File: config.mk
export PLATFORM = sky130hd
export DESIGN_NAME = fxiv_mul
export DESIGN_NICKNAME = d
export VERILOG_FILES = /design/src/rtl/fxiv_pkg.sv /design/src/rtl/fxiv_corner.sv /design/src/rtl/fxiv_reduce.sv /design/src/rtl/fxiv_square.sv /design/src/rtl/fxiv_sat.sv /design/src/rtl/fxiv_mul.sv
export SDC_FILE = /design/constraint.sdc
export NUM_CORES = 1
export LEC_CHECK = 0
export BUFFER_PORTS_ARGS = -buffer_cell sky130_fd_sc_hd__buf_2
export CAP_MARGIN = 20
export CORE_MARGIN = 8
export CORE_UTILIZATION = 60
export CTS_CLUSTER_DIAMETER = 80
export DETAILED_ROUTE_END_ITERATION = 8
export PLACE_DENSITY = 0.78
export SYNTH_ARGS = -nofsm -noshare
export SYNTH_HDL_FRONTEND = slang
export SYNTH_SLANG_ARGS = --single-unit
File: constraint.sdc
create_clock -name clk -period 15.7 [get_ports clk]
set_input_delay 0.785 -clock clk [delete_from_list [all_inputs] [get_ports clk]]
set_output_delay 0.785 -clock clk [all_outputs]
set_load 0.02 [all_outputs]
File: src/rtl/fxiv_pkg.sv
package fxiv_pkg;

    typedef enum logic [1:0] {
        ST_EMPTY  = 2'd0,
        ST_RESULT = 2'd1,
        ST_FAULT  = 2'd2
    } fxiv_state_e;

    localparam int NCORNER = 4;

endpackage

File: src/rtl/fxiv_corner.sv
module fxiv_corner #(
    parameter int IN_W     = 8,
    parameter int IN_FRAC  = 2,
    parameter int OUT_FRAC = 2
) (
    input  logic signed [IN_W-1:0]   x_i,
    input  logic signed [IN_W-1:0]   y_i,
    output logic signed [2*IN_W-1:0] dn_o,
    output logic signed [2*IN_W-1:0] up_o
);
    localparam int PW = 2 * IN_W;
    localparam int SH = 2 * IN_FRAC - OUT_FRAC;

    logic signed [PW-1:0] xe, ye, prod, floor_v;
    logic                 rem_nz;

    assign xe   = PW'(x_i);
    assign ye   = PW'(y_i);
    assign prod = xe * ye;

    generate
        if (SH == 0) begin : g_noshift
            assign floor_v = prod;
            assign rem_nz  = 1'b0;
        end else begin : g_shift
            assign floor_v = prod >>> SH;
            assign rem_nz  = |prod[SH-1:0];
        end
    endgenerate

    // toward negative infinity: arithmetic shift drops bits downward
    assign dn_o = floor_v;
    // toward positive infinity: bump when any dropped bit was set
    assign up_o = floor_v + PW'(rem_nz);

endmodule

File: src/rtl/fxiv_reduce.sv
module fxiv_reduce #(
    parameter int W = 16
) (
    input  logic signed [W-1:0] dn_i [fxiv_pkg::NCORNER],
    input  logic signed [W-1:0] up_i [fxiv_pkg::NCORNER],
    output logic signed [W-1:0] lo_o,
    output logic signed [W-1:0] hi_o
);
    localparam int HALF = fxiv_pkg::NCORNER / 2;

    logic signed [W-1:0] mn1 [HALF];
    logic signed [W-1:0] mx1 [HALF];

    generate
        for (genvar i = 0; i < HALF; i++) begin : g_lvl1
            assign mn1[i] = (dn_i[2*i] < dn_i[2*i+1]) ? dn_i[2*i] : dn_i[2*i+1];
            assign mx1[i] = (up_i[2*i] > up_i[2*i+1]) ? up_i[2*i] : up_i[2*i+1];
        end
    endgenerate

    assign lo_o = (mn1[0] < mn1[1]) ? mn1[0] : mn1[1];
    assign hi_o = (mx1[0] > mx1[1]) ? mx1[0] : mx1[1];

endmodule

File: src/rtl/fxiv_square.sv
module fxiv_square #(
    parameter int IN_W = 8,
    parameter int W    = 16
) (
    input  logic signed [IN_W-1:0] a_lo_i,
    input  logic signed [IN_W-1:0] a_hi_i,
    input  logic signed [W-1:0]    ll_dn_i,
    input  logic signed [W-1:0]    ll_up_i,
    input  logic signed [W-1:0]    hh_dn_i,
    input  logic signed [W-1:0]    hh_up_i,
    output logic signed [W-1:0]    lo_o,
    output logic signed [W-1:0]    hi_o
);
    logic straddle, all_pos;

    assign straddle = (a_lo_i <= 0) && (a_hi_i >= 0);
    assign all_pos  = (a_lo_i > 0);

    always_comb begin
        if (straddle) begin
            lo_o = '0;
            hi_o = (ll_up_i > hh_up_i) ? ll_up_i : hh_up_i;
        end else if (all_pos) begin
            lo_o = ll_dn_i;
            hi_o = hh_up_i;
        end else begin
            lo_o = hh_dn_i;
            hi_o = ll_up_i;
        end
    end

endmodule

File: src/rtl/fxiv_sat.sv
module fxiv_sat #(
    parameter int W     = 16,
    parameter int OUT_W = 10,
    parameter bit UP    = 1'b0
) (
    input  logic signed [W-1:0]     v_i,
    output logic signed [OUT_W-1:0] q_o
);
    localparam logic signed [W-1:0] QMAX = {{(W-OUT_W+1){1'b0}}, {(OUT_W-1){1'b1}}};
    localparam logic signed [W-1:0] QMIN = {{(W-OUT_W+1){1'b1}}, {(OUT_W-1){1'b0}}};

    logic ovf;
    assign ovf = (v_i > QMAX) || (v_i < QMIN);

    generate
        if (UP) begin : g_up
            assign q_o = ovf ? QMAX[OUT_W-1:0] : v_i[OUT_W-1:0];
        end else begin : g_dn
            assign q_o = ovf ? QMIN[OUT_W-1:0] : v_i[OUT_W-1:0];
        end
    endgenerate

endmodule

File: src/rtl/fxiv_mul.sv
module fxiv_mul
    import fxiv_pkg::*;
#(
    parameter int IN_W     = 8,
    parameter int IN_FRAC  = 2,
    parameter int OUT_W    = 10,
    parameter int OUT_FRAC = 2
) (
    input  logic                    clk,
    input  logic                    rst_n,
    input  logic                    in_valid,
    output logic                    in_ready,
    input  logic                    sq_mode,
    input  logic signed [IN_W-1:0]  a_lo,
    input  logic signed [IN_W-1:0]  a_hi,
    input  logic signed [IN_W-1:0]  b_lo,
    input  logic signed [IN_W-1:0]  b_hi,
    output logic                    out_valid,
    input  logic                    out_ready,
    output logic signed [OUT_W-1:0] lo_o,
    output logic signed [OUT_W-1:0] hi_o,
    output logic                    err_o
);
    localparam int PW = 2 * IN_W;

    fxiv_state_e st_q, st_nx;

    logic signed [IN_W-1:0] opx [NCORNER];
    logic signed [IN_W-1:0] opy [NCORNER];
    logic signed [PW-1:0]   c_dn [NCORNER];
    logic signed [PW-1:0]   c_up [NCORNER];
    logic signed [PW-1:0]   gen_lo, gen_hi, sq_lo, sq_hi, pre_lo, pre_hi;
    logic signed [PW-1:0]   pre [2];
    logic signed [OUT_W-1:0] sat_q [2];
    logic signed [OUT_W-1:0] lo_q, hi_q;
    logic                   bad, accept;

    // operand routing: square mode feeds A into the B side
    always_comb begin
        opx[0] = a_lo;
        opx[1] = a_lo;
        opx[2] = a_hi;
        opx[3] = a_hi;
        opy[0] = sq_mode ? a_lo : b_lo;
        opy[1] = sq_mode ? a_hi : b_hi;
        opy[2] = sq_mode ? a_lo : b_lo;
        opy[3] = sq_mode ? a_hi : b_hi;
    end

    generate
        for (genvar i = 0; i < NCORNER; i++) begin : g_corner
            fxiv_corner #(
                .IN_W    (IN_W),
                .IN_FRAC (IN_FRAC),
                .OUT_FRAC(OUT_FRAC)
            ) u_corner (
                .x_i (opx[i]),
                .y_i (opy[i]),
                .dn_o(c_dn[i]),
                .up_o(c_up[i])
            );
        end
    endgenerate

    fxiv_reduce #(.W(PW)) u_reduce (
        .dn_i(c_dn),
        .up_i(c_up),
        .lo_o(gen_lo),
        .hi_o(gen_hi)
    );

    fxiv_square #(.IN_W(IN_W), .W(PW)) u_square (
        .a_lo_i (a_lo),
        .a_hi_i (a_hi),
        .ll_dn_i(c_dn[0]),
        .ll_up_i(c_up[0]),
        .hh_dn_i(c_dn[3]),
        .hh_up_i(c_up[3]),
        .lo_o   (sq_lo),
        .hi_o   (sq_hi)
    );

    assign pre_lo = sq_mode ? sq_lo : gen_lo;
    assign pre_hi = sq_mode ? sq_hi : gen_hi;
    assign pre[0] = pre_lo;
    assign pre[1] = pre_hi;

    generate
        for (genvar d = 0; d < 2; d++) begin : g_sat
            fxiv_sat #(.W(PW), .OUT_W(OUT_W), .UP(d == 1)) u_sat (
                .v_i(pre[d]),
                .q_o(sat_q[d])
            );
        end
    endgenerate

    assign bad      = (a_lo > a_hi) || (!sq_mode && (b_lo > b_hi));
    assign in_ready = (st_q != ST_RESULT) || out_ready;
    assign accept   = in_valid && in_ready;

    // state register
    always_ff @(posedge clk) begin
        if (!rst_n) st_q <= ST_EMPTY;
        else        st_q <= st_nx;
    end

    always_comb begin
        st_nx = st_q;
        unique case (st_q)
            ST_EMPTY, ST_FAULT: begin
                if (in_valid) st_nx = bad ? ST_FAULT : ST_RESULT;
                else          st_nx = ST_EMPTY;
            end
            ST_RESULT: begin
                if (out_ready) begin
                    if (in_valid) st_nx = bad ? ST_FAULT : ST_RESULT;
                    else          st_nx = ST_EMPTY;
                end
            end
            default: st_nx = ST_EMPTY;
        endcase
    end

    // output registers
    always_ff @(posedge clk) begin
        if (!rst_n) begin
            lo_q <= '0;
            hi_q <= '0;
        end else if (accept && !bad) begin
            lo_q <= sat_q[0];
            hi_q <= sat_q[1];
        end
    end

    assign lo_o      = lo_q;
    assign hi_o      = hi_q;
    assign out_valid = (st_q == ST_RESULT);
    assign err_o     = (st_q == ST_FAULT);

    AST_LO_LE_HI: assert property (@(posedge clk) disable iff (!rst_n)
        out_valid |-> (lo_o <= hi_o));
    AST_HOLD: assert property (@(posedge clk) disable iff (!rst_n)
        (out_valid && !out_ready) |=> (out_valid && $stable(lo_o) && $stable(hi_o)));
    AST_ACCEPT_VALID: assert property (@(posedge clk) disable iff (!rst_n)
        (in_valid && in_ready && !bad) |=> out_valid);
    AST_BAD_ERR: assert property (@(posedge clk) disable iff (!rst_n)
        (in_valid && in_ready && bad) |=> (err_o && !out_valid));
    AST_SQ_HI_NONNEG: assert property (@(posedge clk) disable iff (!rst_n)
        (in_valid && in_ready && !bad && sq_mode) |=> (hi_o >= 0));

endmodule

; Word level (Yosys, flattened, before mapping)
; Cells that the tools add are included.
; Widths: inputs -> output; s select.
[classes]
eq_ne = 4
add_sub_neg = 4
n_mux = 21
order_cmp = 16
n_mul = 4
shift = 0
n_reduce_logical = 16
bitwise = 0
n_div = 0
[op_table]
columns = cell, n
row1 = $mux 16, 13
row2 = $mul 8x8->16, 4
row3 = $add 14x2->15, 4
row4 = $gt 15x15->1, 3
row5 = $gt 16x10->1 const B, 2
row6 = $lt 16x10->1 const B, 2
row7 = $lt 14x14->1, 2
row8 = $mux 10, 2
row9 = $gt 16x16->1, 1
row10 = $gt 8x8->1, 2
row11 = $lt 16x16->1, 1
row12 = $mux 8, 2
row13 = $reduce_or 2->1, 5
row14 = $ge 8x1->1 const B, 1
row15 = $gt 8x1->1 const B, 1
row16 = $le 8x1->1 const B, 1
row17 = $mux 2, 3
row18 = $logic_and 1x1->1, 4
row19 = $logic_or 1x1->1, 4
row20 = $ne 2x1->1 const B, 2
row21 = $pmux 2 s2, 1
row22 = $eq 2x1->1 const B, 1
row23 = $eq 2x2->1 const B, 1
row24 = $logic_not 1->1, 2
row25 = $logic_not 2->1, 1
[word_totals]
wordCells = 68
regBits = 22
latchBits = 0
ramBits = 0
n_memories = 0
romBits = 0

; Logic depth before layout (Yosys ltp)
[logic_depth]
ltp_word = 12
ltp_mapped = 49

; By module
; From an unflattened synthesis, not the netlist that was laid out.
[unflattened]
cells_unflattened = 2257
area_unflattened_um2 = 18677.9
[by_module_without_submodules]
columns = mod, area_each_um2, instances, cells_per_inst
row1 = fxiv_corner at g_corner[0].u_corner ..., 2954.1, 2, 339
row2 = fxiv_reduce, 3445.8, 1, 464
row3 = fxiv_corner at g_corner[2].u_corner, 2964.1, 1, 344
row4 = fxiv_corner at g_corner[3].u_corner, 2940.3, 1, 339
row5 = fxiv_mul, 1880.6, 1, 225
row6 = fxiv_square, 913.4, 1, 134
row7 = fxiv_sat at g_sat[1].u_sat, 367.9, 1, 37
row8 = fxiv_sat at g_sat[0].u_sat, 257.7, 1, 36

; Worst setup path after synthesis
; Ideal clock, no wire load.
[synth_path]
path_type = input-to-reg
from = input port sq_mode
to = register hi_q[0] (netlist: hi_o[0])
path_slack_ns = 4.050
setup_ns = 0.146
path_stages = 41
path_buffers = 7
arrival_time_ns = 11.504
cell_sequence = clkbuf_1 > clkbuf_1 > clkbuf_1 > mux2i_1 > clkbuf_1 > nand2b_1 > fa_1 > fa_1 > inv_1 > fa_1 > fa_1 > ha_1 > o21ai_0 > o21bai_1 > a2111oi_0 > o311ai_0 > xnor2_1 > or4_1 > [5 not listed] > clkbuf_1 > buf_1 > o21ai_0 > ha_1 > nor2b_1 > o21ai_0 > a21oi_1 > o31ai_1 > o2111ai_1 > a31oi_1 > inv_1 > clkbuf_1 > a22o_1 > o32ai_1 > nand3_1 > or4b_1 > o21ai_2 > a41oi_1
[synth_via]
elab_chain_cells = 12
word_cells_on_any_way = 34
[synth_lines]
columns = element, line
row1 = from (decl), fxiv_mul.sv:13  ; input logic sq_mode,
row2 = "$mux 8, on equally long branches", --
row3 = $mul 8x8->16, fxiv_corner.sv:19  ; assign prod = xe * ye;
row4 = $reduce_or 2->1, fxiv_corner.sv:27  ; assign rem_nz = |prod[SH-1:0];
row5 = $add 14x2->15, fxiv_corner.sv:34  ; assign up_o = floor_v + PW'(rem_nz);
row6 = $gt 15x15->1, fxiv_reduce.sv:17  ; assign mx1[i] = (up_i[2*i] > up_i[2*i+1]) ? up_i[2*i] : up_i[2*i+1];
row7 = $mux 16, fxiv_reduce.sv:17
row8 = $gt 16x16->1, fxiv_reduce.sv:22  ; assign hi_o = (mx1[0] > mx1[1]) ? mx1[0] : mx1[1];
row9 = $mux 16, fxiv_reduce.sv:22
row10 = $mux 16, fxiv_mul.sv:84  ; assign pre_hi = sq_mode ? sq_hi : gen_hi;
row11 = $gt 16x10->1 or $lt 16x10->1 (tied branches), fxiv_sat.sv:13  ; assign ovf = (v_i > QMAX) || (v_i < QMIN);
row12 = $logic_or 1x1->1, fxiv_sat.sv:13
row13 = $mux 10, fxiv_sat.sv:17  ; assign q_o = ovf ? QMAX[OUT_W-1:0] : v_i[OUT_W-1:0];
row14 = to (signal assigned), fxiv_mul.sv:131  ; hi_q <= sat_q[1];
row15 = to (decl), fxiv_mul.sv:35  ; logic signed [OUT_W-1:0] lo_q, hi_q;
; Several ways; a longest one is shown, not always the timed one.
; A chain may end at the register's enable or synchronous reset.

; Worst setup path in the final report
; Same ends and word-level chain as after synthesis.

==> results_tabular.tex <==
\begin{tabular}{lr}
\hline
Metric & Value \\
\hline
\multicolumn{2}{l}{\textbf{Synth}} \\
\quad Dominant cell type by area after synthesis & sky130\_fd\_sc\_hd\_\_fa\_1 \\
\quad Combined area of all synthesized cells & between 0.015 and 0.02 mm\^{}2 \\
\quad Share of flip-flops with an asynchronous set or reset after synthesis & 0\% \\
\quad Number of nets produced by synthesis & between 2000 and 3000 \\
\quad Cell count after synthesis & 2107 \\
\quad Cell variety after synth & 93 \\
\quad Area share of the largest cell type after synthesis & 26.1\% \\
\quad Number of warnings issued by yosys & 0 \\
\quad Number of flops mapped to enable cells by yosys & 0 \\
\quad Post-synth top flop & sky130\_fd\_sc\_hd\_\_dfxtp\_1 \\
\quad Flip-flop and latch count after synthesis & 22 \\
\quad Post-synthesis area per instance & between 8 and 9 um\^{}2 \\
\quad Cell types occupying the most area after synthesis & sky130\_fd\_sc\_hd\_\_fa\_1, sky130\_fd\_sc\_hd\_\_ha\_1, sky130\_fd\_sc\_hd\_\_inv\_1 \\
\quad Proportion of synthesized chip area in sequential cells & 2.61\% \\
\multicolumn{2}{l}{\textbf{Routing}} \\
\quad Number of design-rule violations left by the first detailed-router iteration & 1327 \\
\quad DRC errors left & 0 \\
\quad Wirelength per Cell & about 21 um \\
\quad Number of antenna-violating nets in the routed design & 0 \\
\quad Vias post-DR & 15588 \\
\quad Vias per std cell & between 6 and 7 \\
\quad Number of optimization iterations in the first detailed-route pass & 5 \\
\quad Wire length reported by the detailed router & approximately 53000 um \\
\multicolumn{2}{l}{\textbf{Layout}} \\
\quad Final core occ & 63.6\% \\
\quad Synthesis-to-layout area growth & 4.57\% \\
\quad Ratio of cells with drive above 1 in the final layout & under 10\% \\
\quad Net count reported at finish & 2615 \\
\quad Antenna diode count & 0 \\
\quad Area taken by multi-input logic gates & 0.0147 mm\^{}2 \\
\quad Layout fillers & between 2000 and 2500 \\
\quad Sequential cell area & between 400 and 500 um\^{}2 \\
\multicolumn{2}{l}{\textbf{STA}} \\
\quad Final slew viol count & 0 \\
\quad Slew at the pin closest to its max-slew limit & $\sim$1.0 ns \\
\quad Setup repair after global routing missed its margin & no \\
\quad TNS Setup & 0 ns \\
\quad Final setup skew & 0.00102 ns \\
\quad Maximum clock frequency & 73.3 MHz \\
\quad Min Tclk post-route & around 14 ns \\
\quad Post-route fraction of the period consumed by the critical path & $\sim$87\% \\
\quad Endpoints failing setup & 0 \\
\quad Slew HR & 29.7\% \\
\quad Number of hold violations in the final report & 0 \\
\multicolumn{2}{l}{\textbf{Floorplanning}} \\
\quad DIE AREA & about 0.034 mm\^{}2 \\
\quad Number of placed I/O pins & 60 \\
\quad Std-Cell Rows & 61 \\
\quad Initial Utilization & just over 60\% \\
\quad Chip Height & approximately 180 um \\
\quad Die Wd & 184 um \\
\quad Core Footprint & between 0.02 and 0.03 mm\^{}2 \\
\multicolumn{2}{l}{\textbf{Critical path}} \\
\quad Worst Path Arrival & roughly 14 ns \\
\quad Largest incremental delay on the critical path & roughly 0.77 ns \\
\quad Setup crit start kind & primary input \\
\quad Required @ worst endpoint & about 16 ns \\
\quad Largest fanout of any net on the critical path & 31 \\
\quad Kind of end point of the critical path & register \\
\quad Worst setup path class & in -> reg \\
\quad Cell at the slowest stage of the critical path & sky130\_fd\_sc\_hd\_\_a31oi\_1 \\
\multicolumn{2}{l}{\textbf{Global route}} \\
\quad Global-route wire length before repair & 83600 um \\
\quad Sum of overflow across all layers after global routing & 0 \\
\quad Met1 usage in global routing & between 30\% and 40\% \\
\quad GR Layer Usage met2 & approximately half \\
\quad Total routing resource utilization after global routing & 31.3\% \\
\quad Number of global-route vias before repair & 15825 \\
\quad Largest net degree at the start of global routing & 32 \\
\quad Number of antenna violations at the first check in global routing & 0 \\
\quad Met3 Track Usage GR & 4.82\% \\
\quad GR peak layer & met2 \\
\multicolumn{2}{l}{\textbf{Flow run}} \\
\quad Max\_cap viols & 0 \\
\multicolumn{2}{l}{\textbf{Placement}} \\
\quad Final weighted congestion of routability-driven global placement & about 1 \\
\quad Final HPWL DP & roughly 45000 um \\
\quad \# port buffers & between 50 and 60 \\
\multicolumn{2}{l}{\textbf{Clocking}} \\
\quad CTS root buf & sky130\_fd\_sc\_hd\_\_clkbuf\_16 \\
\quad Buffer count from post-CTS setup fixing & 0 \\
\quad Clock H-tree levels & 1 \\
\quad Longest Clk Path Bufs & 2 \\
\quad Count of cells resized by post-cts repair & 0 \\
\quad Source-to-sink clock delay at the later pin of the worst-skew pair & between 0.2 and 0.3 ns \\
\quad CTS buffer count & 3 \\
\quad CTS sink cnt & 22 \\
\quad CTS clock-pin slew for the worst setup and hold paths & about 0.060 ns \\
\quad Count of hold-fix buffers inserted at cts & 0 \\
\quad TritonCTS clock tree & done \\
\multicolumn{2}{l}{\textbf{Status}} \\
\quad Result of the run & finished, final reports clean \\
\multicolumn{2}{l}{\textbf{Min path}} \\
\quad Type of the tightest min-delay check & reg -> reg \\
\hline
\end{tabular}
worst paths after layout:
check | depth (start not counted) | from | to | slack [ns]
setup reg to reg | 6 | st_q[1] | hi_o[9] | 14.14
setup / recovery | 38 | sq_mode | hi_o[0] | 2.06
hold reg to reg | 1 | lo_o[8] | lo_o[8] | 0.47
hold / removal | 1 | lo_o[8] | lo_o[8] | 0.47
cell families after synthesis:
family          share of synthesized area [%]
buf+inv                                  10.5
flops                                    2.61
mux                                      4.02
simple gates                             17.4
xor+xnor                                 5.17
compound gates                           16.9
fa+ha+maj                                43.3
worst max-delay path: cells and delay by family:
| kind | cells | cell delay (ns) |
|---|---|---|
| and+or+nand+nor | 6 | 1.72 |
| AOI/OAI and AO/OA | 16 | 4.65 |
| adders and majority gates | 7 | 2.87 |
| xor gates and xnor gates | 1 | 0.27 |
| muxes | 2 | 1.09 |
| buffers and inverters | 6 | 2.32 |
per-layer routing:
layer | vias up | wire, um | part of all wire (%)
met5 | - | 0 | 0
met4 | 0 | 3900 | 7.4
met1 | 7486 | 20700 | 39
li1 | 7049 | - | -
met2 | 836 | 23900 | 45
met3 | 217 | 4450 | 8.4
cells in the final DEF, fill, tap and decap left out, drive strengths merged, types with 25 or more instances in the layout:
master | netlist | layout
a21oi | 89 | 89
nand2 | 117 | 117
nor2 | 232 | 232
buf | 11 | 83
ha | 232 | 232
a211oi | 25 | 25
fa | 220 | 220
xor2 | 26 | 26
xnor2 | 71 | 71
o21a | 31 | 31
nand3 | 30 | 30
mux2i | 53 | 53
nor2b | 74 | 74
inv | 398 | 397
o21ai | 81 | 81
a21o | 28 | 28
layout make-up:
cell class / instances / share of cell area, %
Clock buffer: 4 / 0.504
Inverter: 399 / 8.50
Sequential cell: 22 / 2.50
Timing Repair Buffer: 83 / 2.68
Multi-Input combinational cell: 1617 / 83.1
Tap cell: 378 / 2.68
stage by stage:
step	instance area, um^2	hold WS (ns)	worst slack [ns]	cells
detailed placement	17500	0.454	2.03	2499
global route	17600	0.500	1.30	2503
floorplan	16900	0.516	4.05	2107
CTS	17600	0.468	2.28	2503
global placement	17500	0.452	2.01	2498
finish	17600	0.466	2.06	2503
synthesized netlist by cell type, types with 8 or more instances:
cell type and n:
sky130_fd_sc_hd__nor2_1 232, sky130_fd_sc_hd__nand2b_1 17, sky130_fd_sc_hd__mux2i_1 53, sky130_fd_sc_hd__nor3_1 19
sky130_fd_sc_hd__o211ai_1 20, sky130_fd_sc_hd__a31oi_1 21, sky130_fd_sc_hd__and3_1 9, sky130_fd_sc_hd__a32o_1 10
sky130_fd_sc_hd__ha_1 232, sky130_fd_sc_hd__a21oi_1 88, sky130_fd_sc_hd__xnor2_1 71, sky130_fd_sc_hd__a21o_1 28
sky130_fd_sc_hd__fa_1 220, sky130_fd_sc_hd__nand4_1 21, sky130_fd_sc_hd__nor2b_1 74, sky130_fd_sc_hd__xor2_1 23
sky130_fd_sc_hd__dfxtp_1 22, sky130_fd_sc_hd__a211oi_1 23, sky130_fd_sc_hd__nand3_1 30, sky130_fd_sc_hd__nand2_1 117
sky130_fd_sc_hd__o21ai_0 77, sky130_fd_sc_hd__nor4_1 8, sky130_fd_sc_hd__clkbuf_1 58, sky130_fd_sc_hd__inv_1 395
sky130_fd_sc_hd__o21a_1 31, sky130_fd_sc_hd__mux2_2 13, sky130_fd_sc_hd__or2_2 8, sky130_fd_sc_hd__and2_1 18
registers in the layout, summed over array words and instances (netlist names):
signal / cells
st_q: 2
lo_o: 10
hi_o: 10
Power is left out: the tool's default activity adds up to more than one toggle a clock period on the data nets, which glitch-free logic cannot reach.
